`config.mk`:
```
export PLATFORM = sky130hd
export DESIGN_NAME = edge_delay_meter
export DESIGN_NICKNAME = d
export VERILOG_FILES = /design/src/rtl/edm_pkg.sv /design/src/rtl/edm_edge_det.sv /design/src/rtl/edm_event_sel.sv /design/src/rtl/edm_sat_counter.sv /design/src/rtl/edge_delay_meter.sv
export SDC_FILE = /design/constraint.sdc
export NUM_CORES = 1
export LEC_CHECK = 0
export BUFFER_PORTS_ARGS = -buffer_cell sky130_fd_sc_hd__clkbuf_2
export CORE_MARGIN = 1.5
export CORE_UTILIZATION = 30
export CTS_CLUSTER_SIZE = 24
export DETAILED_ROUTE_END_ITERATION = 8
export SETUP_SLACK_MARGIN = 0.02
export SLEW_MARGIN = 0
export SYNTH_ARGS = -nofsm -noshare
export SYNTH_HDL_FRONTEND = slang
export SYNTH_HIERARCHICAL = 1
export SYNTH_SLANG_ARGS = --single-unit
export TNS_END_PERCENT = 5
```
`constraint.sdc`:
```
create_clock -name clk -period 1.6 [get_ports clk]
set_clock_uncertainty 0.1 [all_clocks]
set_input_delay 0.24 -clock clk [delete_from_list [all_inputs] [get_ports clk]]
set_output_delay 0.24 -clock clk [all_outputs]
set_load 0.01 [all_outputs]
```
`src/rtl/edm_pkg.sv`:
```
package edm_pkg;

    typedef enum logic [2:0] {
        MODE_OFF      = 3'b000,
        MODE_DOM_SPAN = 3'b001,
        MODE_DOM_LOOP = 3'b010,
        MODE_REC_LOOP = 3'b011,
        MODE_SYNC_SP  = 3'b100
    } edm_mode_e;

    typedef struct packed {
        logic ref_evt;
        logic end_evt;
        logic keep_arm;
        logic mode_ok;
    } edm_evt_t;

endpackage

```
`src/rtl/edm_edge_det.sv`:
```
module edm_edge_det #(
    parameter int   STAGES = 2,
    parameter logic IDLE   = 1'b1
) (
    input  logic clk,
    input  logic rst_n,
    input  logic din,
    output logic rise,
    output logic fall
);
    logic lvl;
    logic prev_d, prev_q;

    generate
        if (STAGES == 0) begin : g_direct
            assign lvl = din;
        end else begin : g_sync
            logic [STAGES-1:0] sh_d, sh_q;

            always_comb begin
                sh_d[0] = din;
                for (int i = 1; i < STAGES; i++) begin
                    sh_d[i] = sh_q[i-1];
                end
            end

            always_ff @(posedge clk or negedge rst_n) begin
                if (!rst_n) sh_q <= {STAGES{IDLE}};
                else        sh_q <= sh_d;
            end

            assign lvl = sh_q[STAGES-1];
        end
    endgenerate

    always_comb begin
        prev_d = lvl;
        rise   = lvl & ~prev_q;
        fall   = ~lvl & prev_q;
    end

    always_ff @(posedge clk or negedge rst_n) begin
        if (!rst_n) prev_q <= IDLE;
        else        prev_q <= prev_d;
    end
endmodule

```
`src/rtl/edm_event_sel.sv`:
```
module edm_event_sel
    import edm_pkg::*;
(
    input  logic           [2:0] mode,
    input  logic                 rx_rise,
    input  logic                 rx_fall,
    input  logic                 tx_rise,
    input  logic                 tx_fall,
    input  logic                 sample_pt,
    input  logic                 sync_qual,
    output edm_evt_t             evt
);
    always_comb begin
        evt = '0;
        case (edm_mode_e'(mode))
            MODE_DOM_SPAN: begin
                evt.ref_evt = rx_fall;
                evt.end_evt = rx_rise;
                evt.mode_ok = 1'b1;
            end
            MODE_DOM_LOOP: begin
                evt.ref_evt = tx_fall;
                evt.end_evt = rx_fall;
                evt.mode_ok = 1'b1;
            end
            MODE_REC_LOOP: begin
                evt.ref_evt = tx_rise;
                evt.end_evt = rx_rise;
                evt.mode_ok = 1'b1;
            end
            MODE_SYNC_SP: begin
                evt.ref_evt  = sample_pt;
                evt.end_evt  = rx_fall & sync_qual;
                evt.keep_arm = 1'b1;
                evt.mode_ok  = 1'b1;
            end
            default: evt = '0;
        endcase
    end
endmodule

```
`src/rtl/edm_sat_counter.sv`:
```
module edm_sat_counter #(
    parameter int CNT_W = 8
) (
    input  logic             clk,
    input  logic             rst_n,
    input  logic             clr,
    input  logic             ref_evt,
    input  logic             end_evt,
    input  logic             keep_arm,
    output logic [CNT_W-1:0] count,
    output logic             done
);
    localparam logic [CNT_W-1:0] CNT_MAX = '1;
    localparam logic [CNT_W-1:0] CNT_ONE = CNT_W'(1);

    typedef struct packed {
        logic [CNT_W-1:0] cnt;
        logic             armed;
    } cnt_state_t;

    cnt_state_t st_d, st_q;

    always_comb begin
        st_d = st_q;
        done = st_q.armed & end_evt & ~clr;
        if (clr) begin
            st_d = '0;
        end else if (ref_evt) begin
            st_d.armed = 1'b1;
            st_d.cnt   = CNT_ONE;
        end else begin
            if (done && !keep_arm) st_d.armed = 1'b0;
            if (st_q.armed && st_q.cnt != CNT_MAX) st_d.cnt = st_q.cnt + CNT_ONE;
        end
    end

    always_ff @(posedge clk or negedge rst_n) begin
        if (!rst_n) st_q <= '0;
        else        st_q <= st_d;
    end

    assign count = st_q.cnt;
endmodule

```
`src/rtl/edge_delay_meter.sv`:
```
module edge_delay_meter
    import edm_pkg::*;
#(
    parameter int CNT_W       = 8,
    parameter int SYNC_STAGES = 2
) (
    input  logic             clk,
    input  logic             rst_n,
    input  logic             rx_raw,
    input  logic             tx_line,
    input  logic             sample_pt,
    input  logic             sync_qual,
    input  logic [2:0]       mode_sel,
    output logic [CNT_W-1:0] cap_value,
    output logic             cap_valid
);
    typedef struct packed {
        logic [2:0]       mode;
        logic [CNT_W-1:0] val;
        logic             vld;
    } cap_state_t;

    cap_state_t       cs_d, cs_q;
    logic             rx_rise, rx_fall, tx_rise, tx_fall;
    edm_evt_t         evt;
    logic             clr;
    logic             done;
    logic [CNT_W-1:0] count;

    edm_edge_det #(.STAGES(SYNC_STAGES), .IDLE(1'b1)) u_rx_edge (
        .clk(clk), .rst_n(rst_n), .din(rx_raw), .rise(rx_rise), .fall(rx_fall)
    );

    edm_edge_det #(.STAGES(0), .IDLE(1'b1)) u_tx_edge (
        .clk(clk), .rst_n(rst_n), .din(tx_line), .rise(tx_rise), .fall(tx_fall)
    );

    edm_event_sel u_sel (
        .mode(mode_sel), .rx_rise(rx_rise), .rx_fall(rx_fall),
        .tx_rise(tx_rise), .tx_fall(tx_fall),
        .sample_pt(sample_pt), .sync_qual(sync_qual), .evt(evt)
    );

    edm_sat_counter #(.CNT_W(CNT_W)) u_cnt (
        .clk(clk), .rst_n(rst_n), .clr(clr),
        .ref_evt(evt.ref_evt), .end_evt(evt.end_evt), .keep_arm(evt.keep_arm),
        .count(count), .done(done)
    );

    always_comb begin
        clr       = (mode_sel != cs_q.mode) | ~evt.mode_ok;
        cs_d      = cs_q;
        cs_d.mode = mode_sel;
        cs_d.vld  = done;
        if (done) cs_d.val = count;
    end

    always_ff @(posedge clk or negedge rst_n) begin
        if (!rst_n) cs_q <= '0;
        else        cs_q <= cs_d;
    end

    assign cap_value = cs_q.val;
    assign cap_valid = cs_q.vld;
endmodule

```
==> results of run 1 <==
==> per-stage QoR <==
step / std cells / util / total power [mW]
final: 184 / 0.3749 / 1.121
after global routing: 184 / 0.3749 / 1.168
after CTS: 184 / 0.3737 / 1.134
after detailed placement: 177 / 0.3493 / 0.7498
after global placement: 177 / 0.3493 / 0.7475
after floorplan: 118 / - / 0.6993
==> what timing repair did <==
item	CTS	global route
endpoints found under the hold margin	23	0
resized for setup	5	1
hold buffers	3	0
setup endpoints to repair	17	17
pin swaps	1	1
==> cells in the final DEF (no fill, tap or decap), types with 4 or more instances in the layout <==
cell type and instances:
a21oi_1 5, buf_4 8, clkbuf_2 17, dfrtp_1 21, dfstp_2 4, mux2_4 8
nand2_1 8, nand4_1 4, xnor2_1 4
==> power by group through the flow <==
stage               combinational [mW]  sequential (mW)  clock (mW)
CTS                             0.0967            0.650       0.388
global placement                0.0860            0.662           0
finish                          0.0967            0.650       0.374
floorplan                       0.0383            0.661           0
global route                     0.108            0.651       0.409
detailed placement              0.0881            0.662           0
==> critical path: cells and delay by family (launching register included) <==
family	cells	cell delay (ps)
and+or+nand+nor	4	810
DFF	1	540
AOI/OAI and AO/OA	1	200
muxes	1	140
==> final cells by class <==
type	instances	area [um2]
clock buffers	3	41.29
repair buffers	30	215.2
fillers	398	2572
well taps	50	62.56
multi-input cells	74	584.3
inverters	1	3.754
flip-flops and latches	25	630.6
clock inverters	1	5.005
==> metal layers <==
metal | part of all wire | global-route usage | vias to the layer above
met5 | 0 | 0 | -
met4 | 0.026 | 0.05882 | 0
met3 | 0.017 | 0.01744 | 4
met2 | 0.49 | 0.1774 | 11
met1 | 0.46 | 0.1311 | 464
li1 | - | - | 438
==> sequential cells by signal, indices dropped and copies added (netlist names) <==
name                   cells
u_tx_edge/prev_q           1
cap_value                  8
u_cnt/count                8
cs_q                       3
u_rx_edge/g_sync.sh_q      2
cap_valid                  1
u_cnt/st_q                 1
u_rx_edge/prev_q           1
==> logic make-up after synthesis <==
logic type,count (synthesis),share of synthesized area
XOR/XNOR,4,0.02656
AND/OR/NAND/NOR,42,0.1926
adder cells (fa/ha/maj),1,0.009486
buffers and inverters,19,0.1063
AO/OA/AOI/OAI,16,0.07211
multiplexers,11,0.1148
flip-flops,25,0.4782
==> final timing paths <==
check | depth (start not counted) | from | end | slack (ps)
min in group asynchronous | 2 | rst_n | u_cnt/count[1] | 410
max | 6 | u_rx_edge/g_sync.sh_q[1] | u_cnt/count[7] | -260
min reg2reg | 0 | u_rx_edge/g_sync.sh_q[0] | u_rx_edge/g_sync.sh_q[1] | 260
min | 2 | mode_sel[1] | cs_q[10] | 130
max in group asynchronous | 2 | rst_n | cap_value[7] | 590
max reg2reg | 6 | u_rx_edge/g_sync.sh_q[1] | u_cnt/count[7] | -260
==> results.py, run 1 <==
metrics = {
    "drt": {
        "vias": 917,
        "ant_nets": 0,
        "via_per_inst": 4.984,
        "drtIter0Drc": 62,
        "dr.pass1.iters": 4,
        "drt_wl_total_um": 2385,
        "drc": 0,
        "wl_per_cell_um": 12.96,
    },
    "synthesis": {
        "syn_nets": 128,
        "synth_most_common_cell": "dfrtp_1",
        "yosysSeqAreaShare": 0.4782,
        "synth_largest_area_cell": "dfrtp_1",
        "netlist_area_um2": 1319,
        "synthCells": 118,
        "synth_top_area_frac": 0.3985,
        "synth_flop_cell": "dfrtp_1",
        "ys_warn_count": 6,
        "synth-edff-count": 0,
        "async_flop_share": 1.000,
        "synth-seq-cells": 25,
        "synth_common_cells": "dfrtp_1 (21), buf_4 (16), nand2_1 (9), mux2_4 (8), a21oi_1 (5)",
        "synth.distinct_cells": 37,
        "syn_avg_cell_area_um2": 11.18,
        "synth_area_leaders": "dfrtp_1 (40%), buf_4 (9.1%), mux2_4 (9.1%)",
    },
    "sta": {
        "fin_crit_ps": 1862,
        "setup_viol": 17,
        "tightestPinTransition_ps": 618.5,
        "grt_setup_unrepaired": "true",
        "fmaxAchievable_mhz": 537.1,
        "period_share": 1.164,
        "slew_headroom": 0.5877,
        "whs_ps": 129.0,
        "tns_ps": -2945,
        "drv_slew": 0,
        "finalHoldViolations": 0,
        "finalWorstSetupSlack_ps": -261.9,
    },
    "layout": {
        "final_area_um2": 1543,
        "nets": 145,
        "area_growth_pct": 16.98,
        "antenna_cells": 0,
        "layout-drive-gt1-share": 0.4478,
    },
    "setup_path": {
        "worstSetupEndpointType": "register",
        "path_cells": "and2b_2 > nor4bb_1 > a31oi_1 > nand2_2 > or3_1 > mux2i_1",
        "worst-setup-path-type": "register to register",
        "cp_slowest_stage_delay_ps": 540,
        "path_max_fanout": 7,
        "start_kind": "register",
        "cp_slowest_cell": "dfstp_2",
        "arrival_ps": 1960,
        "cp.required_ps": 1700,
    },
    "clock_tree": {
        "cts_sinks": 25,
        "htree_levels": 1,
        "cts_tree": "yes",
        "clkTransAtPathRegs_ps": 90,
        "numCtsBuffers": 3,
        "cts_root_buf": "clkbuf_8",
        "clockBufferDepth": 2,
        "postCtsSetupBuffers": 0,
        "worstSkewPairLatency_ps": 270,
    },
    "global_route": {
        "grt_pass1_vias": 907,
        "grt_usage": 0.1067,
        "gr-total-overflow": 0,
        "antenna_found_initial": 0,
        "grt_max_degree": 26,
        "grt_pass1_wl_um": 4119,
    },
    "power_and_ir_drop": {
        "combPwrFrac": 0.086,
        "power.switching_mw": 0.2518,
        "p_clk_frac": 0.334,
        "power.internal_mw": 0.8689,
        "pwr-share-seq": 0.580,
        "p_per_area_nw_per_um2": 726.4,
        "leakage_nw": 0.6810,
        "switching_share": 0.2247,
        "irDropWorstVdd_uv": 337.8,
    },
    "die": {
        "initial_core_util": 0.3205,
        "placementRows": 23,
        "die_h_um": 69.30,
        "dieWidth_um": 69.30,
        "ios": 18,
        "dieArea_um2": 4802,
        "coreArea_um2": 4115,
    },
    "placed_design": {
        "gp_congestion": 0.7484,
        "numPortBuffers": 17,
        "pre_cts_slack_ps": -245.3,
        "dpl_cell_area_um2": 1438,
        "hpwl_um": 1711,
    },
    "outcome": {
        "violations": "negative setup slack",
        "status": "finished, violations left",
    },
    "run": {
        "cap_violations": 0,
    },
    "min_path": {
        "hold_path_class": "input pin to register",
    },
}
Power figures use the tool's default switching activity.
==> run 2, diff against run 1 <==
Settings changed: CTS_CLUSTER_DIAMETER set to 200, PLACE_DENSITY_LB_ADDON set to 0.25.
==> results.py, run 2 (synthesis results as in run 1) <==
metrics = {
    "outcome": {
        "status": "finished, violations left",
        "violations": "negative setup slack",
    },
    "drt": {
        "drtIter0Drc": 45,
        "wl_met2_um": 1159,
        "ant_nets": 0,
        "drt_wl_total_um": 2457,
        "dr_wl_met3_um": 88,
        "dr.pass1.iters": 4,
        "met1_length_um": 1175,
        "top_layer_used": "met4",
        "wl_per_cell_um": 13.28,
        "via_per_inst": 4.795,
        "vias": 887,
        "drc": 0,
    },
    "placed_design": {
        "dpl_cell_area_um2": 1433,
        "dp.cells": 178,
        "hpwl_um": 1652,
        "gp_congestion": 0.7790,
        "numPortBuffers": 17,
    },
    "layout": {
        "area_growth_pct": 16.89,
        "final_area_um2": 1541,
        "layout_commonest_cell": "dfrtp_1",
        "fin_util": 0.3746,
        "multiInputGateArea_um2": 589.3,
        "layout-drive-gt1-share": 0.4593,
        "nets": 146,
        "nFillCells": 410,
        "final_cell_mix": "dfrtp_1 (21), clkbuf_2 (17), buf_4 (10)",
        "regArea_um2": 630.6,
        "antenna_cells": 0,
        "final_cells": 185,
    },
    "setup_path": {
        "cp.required_ps": 1640,
        "worst-setup-path-type": "register to register",
        "worstSetupEndpointType": "register",
        "cp_slowest_stage_delay_ps": 540,
        "start_kind": "register",
        "cp_slowest_cell": "dfstp_2",
        "cp_top_family": "simple AND/OR/NAND/NOR gates",
        "path_depth": 6,
        "arrival_ps": 1900,
        "path_max_fanout": 6,
        "path_buf_inv": 0,
        "reg2reg_depth": 6,
        "path_cells": "and2b_2 > nor4bb_1 > a31oi_1 > nand2_2 > nor4_2 > nor4_1",
    },
    "run": {
        "cap_violations": 0,
    },
    "die": {
        "coreArea_um2": 4115,
        "dieArea_um2": 4802,
        "initial_core_util": 0.3205,
        "die_h_um": 69.30,
        "placementRows": 23,
        "dieWidth_um": 69.30,
        "ios": 18,
    },
    "power_and_ir_drop": {
        "leakage_nw": 0.6796,
        "p_per_area_nw_per_um2": 724.5,
        "irDropWorstVdd_uv": 246.2,
        "p_total_mw": 1.117,
    },
    "clock_tree": {
        "cts_sinks": 25,
        "postCtsSetupBuffers": 0,
        "worstSkewPairLatency_ps": 260,
        "numCtsBuffers": 3,
        "cts_root_buf": "clkbuf_8",
        "cts_tree": "yes",
        "clkTransAtPathRegs_ps": 90,
        "clockBufferDepth": 2,
        "htree_levels": 1,
    },
    "sta": {
        "slew_headroom": 0.5877,
        "fin_crit_ps": 1863,
        "fmaxAchievable_mhz": 536.9,
        "drv_slew": 0,
        "tightestPinTransition_ps": 618.5,
        "tns_ps": -3133,
        "finalHoldViolations": 0,
        "setup_viol": 17,
        "finalWorstSetupSlack_ps": -262.6,
        "grt_setup_unrepaired": "true",
        "period_share": 1.164,
    },
    "global_route": {
        "grt_pass1_vias": 921,
        "antenna_found_initial": 0,
        "gr-total-overflow": 0,
        "grt_pass1_wl_um": 4271,
        "grt_usage": 0.1107,
        "grt_max_degree": 26,
    },
    "min_path": {
        "hold_path_class": "input pin to register",
        "hold_depth": 1,
    },
}
## run 2: through the flow
| stage | setup slack (ps) | hold WS, ps |
|---|---|---|
| floorplan | -102.2 | -155.6 |
| global placement | -208.1 | 191.7 |
| detailed placement | -220.9 | 190.5 |
| CTS | -223.6 | 56.90 |
| global route | -392.1 | 63.03 |
| finish | -262.6 | 61.33 |
## run 2: area by class of cell
type                    instances  share of cell area
repair buffers                 31              0.1364
flip-flops and latches         25              0.4091
multi-input cells              74              0.3823
clock buffers                   4             0.02922
well taps                      50             0.04058
inverters                       1            0.002435
## run 2: path summary, 6_finish.rpt
kind | startpoint | endpoint | slack [ps]
setup reg to reg | u_rx_edge/g_sync.sh_q[1] | u_cnt/count[0] | -260
hold / removal | mode_sel[2] | cs_q[11] | 60
setup / recovery | u_rx_edge/g_sync.sh_q[1] | u_cnt/count[0] | -260
min in group asynchronous | rst_n | cs_q[9] | 410
hold reg to reg | u_rx_edge/g_sync.sh_q[0] | u_rx_edge/g_sync.sh_q[1] | 260
max in group asynchronous | rst_n | cap_value[4] | 580
## run 2: worst reg2reg max path, stage by stage (launching register included)
cell and delay, ps:
dfstp_2 540, and2b_2 210, nor4bb_1 120, a31oi_1 180
nand2_2 140, nor4_2 350, nor4_1 100
## run 2: what timing repair did
action | in CTS | in global routing
hold buffers | 3 | 0
resized for setup | 6 | 1
endpoints found under the hold margin | 23 | 0
setup endpoints to repair | 17 | 17
pin swaps | 2 | 0
## run 2: where the power goes
part           leakage (nW)  internal (mW)  switching (mW)
clock network        0.0228          0.178           0.193
logic                 0.328         0.0480          0.0483
registers             0.329          0.645         0.00480
total                 0.680          0.871           0.246
## run 2: routing by layer
metal / GRT usage / vias to the layer above
met4: 0.05229 / 0
li1: - / 439
met2: 0.1859 / 23
met3: 0.01453 / 2
met5: 0 / -
met1: 0.1403 / 423
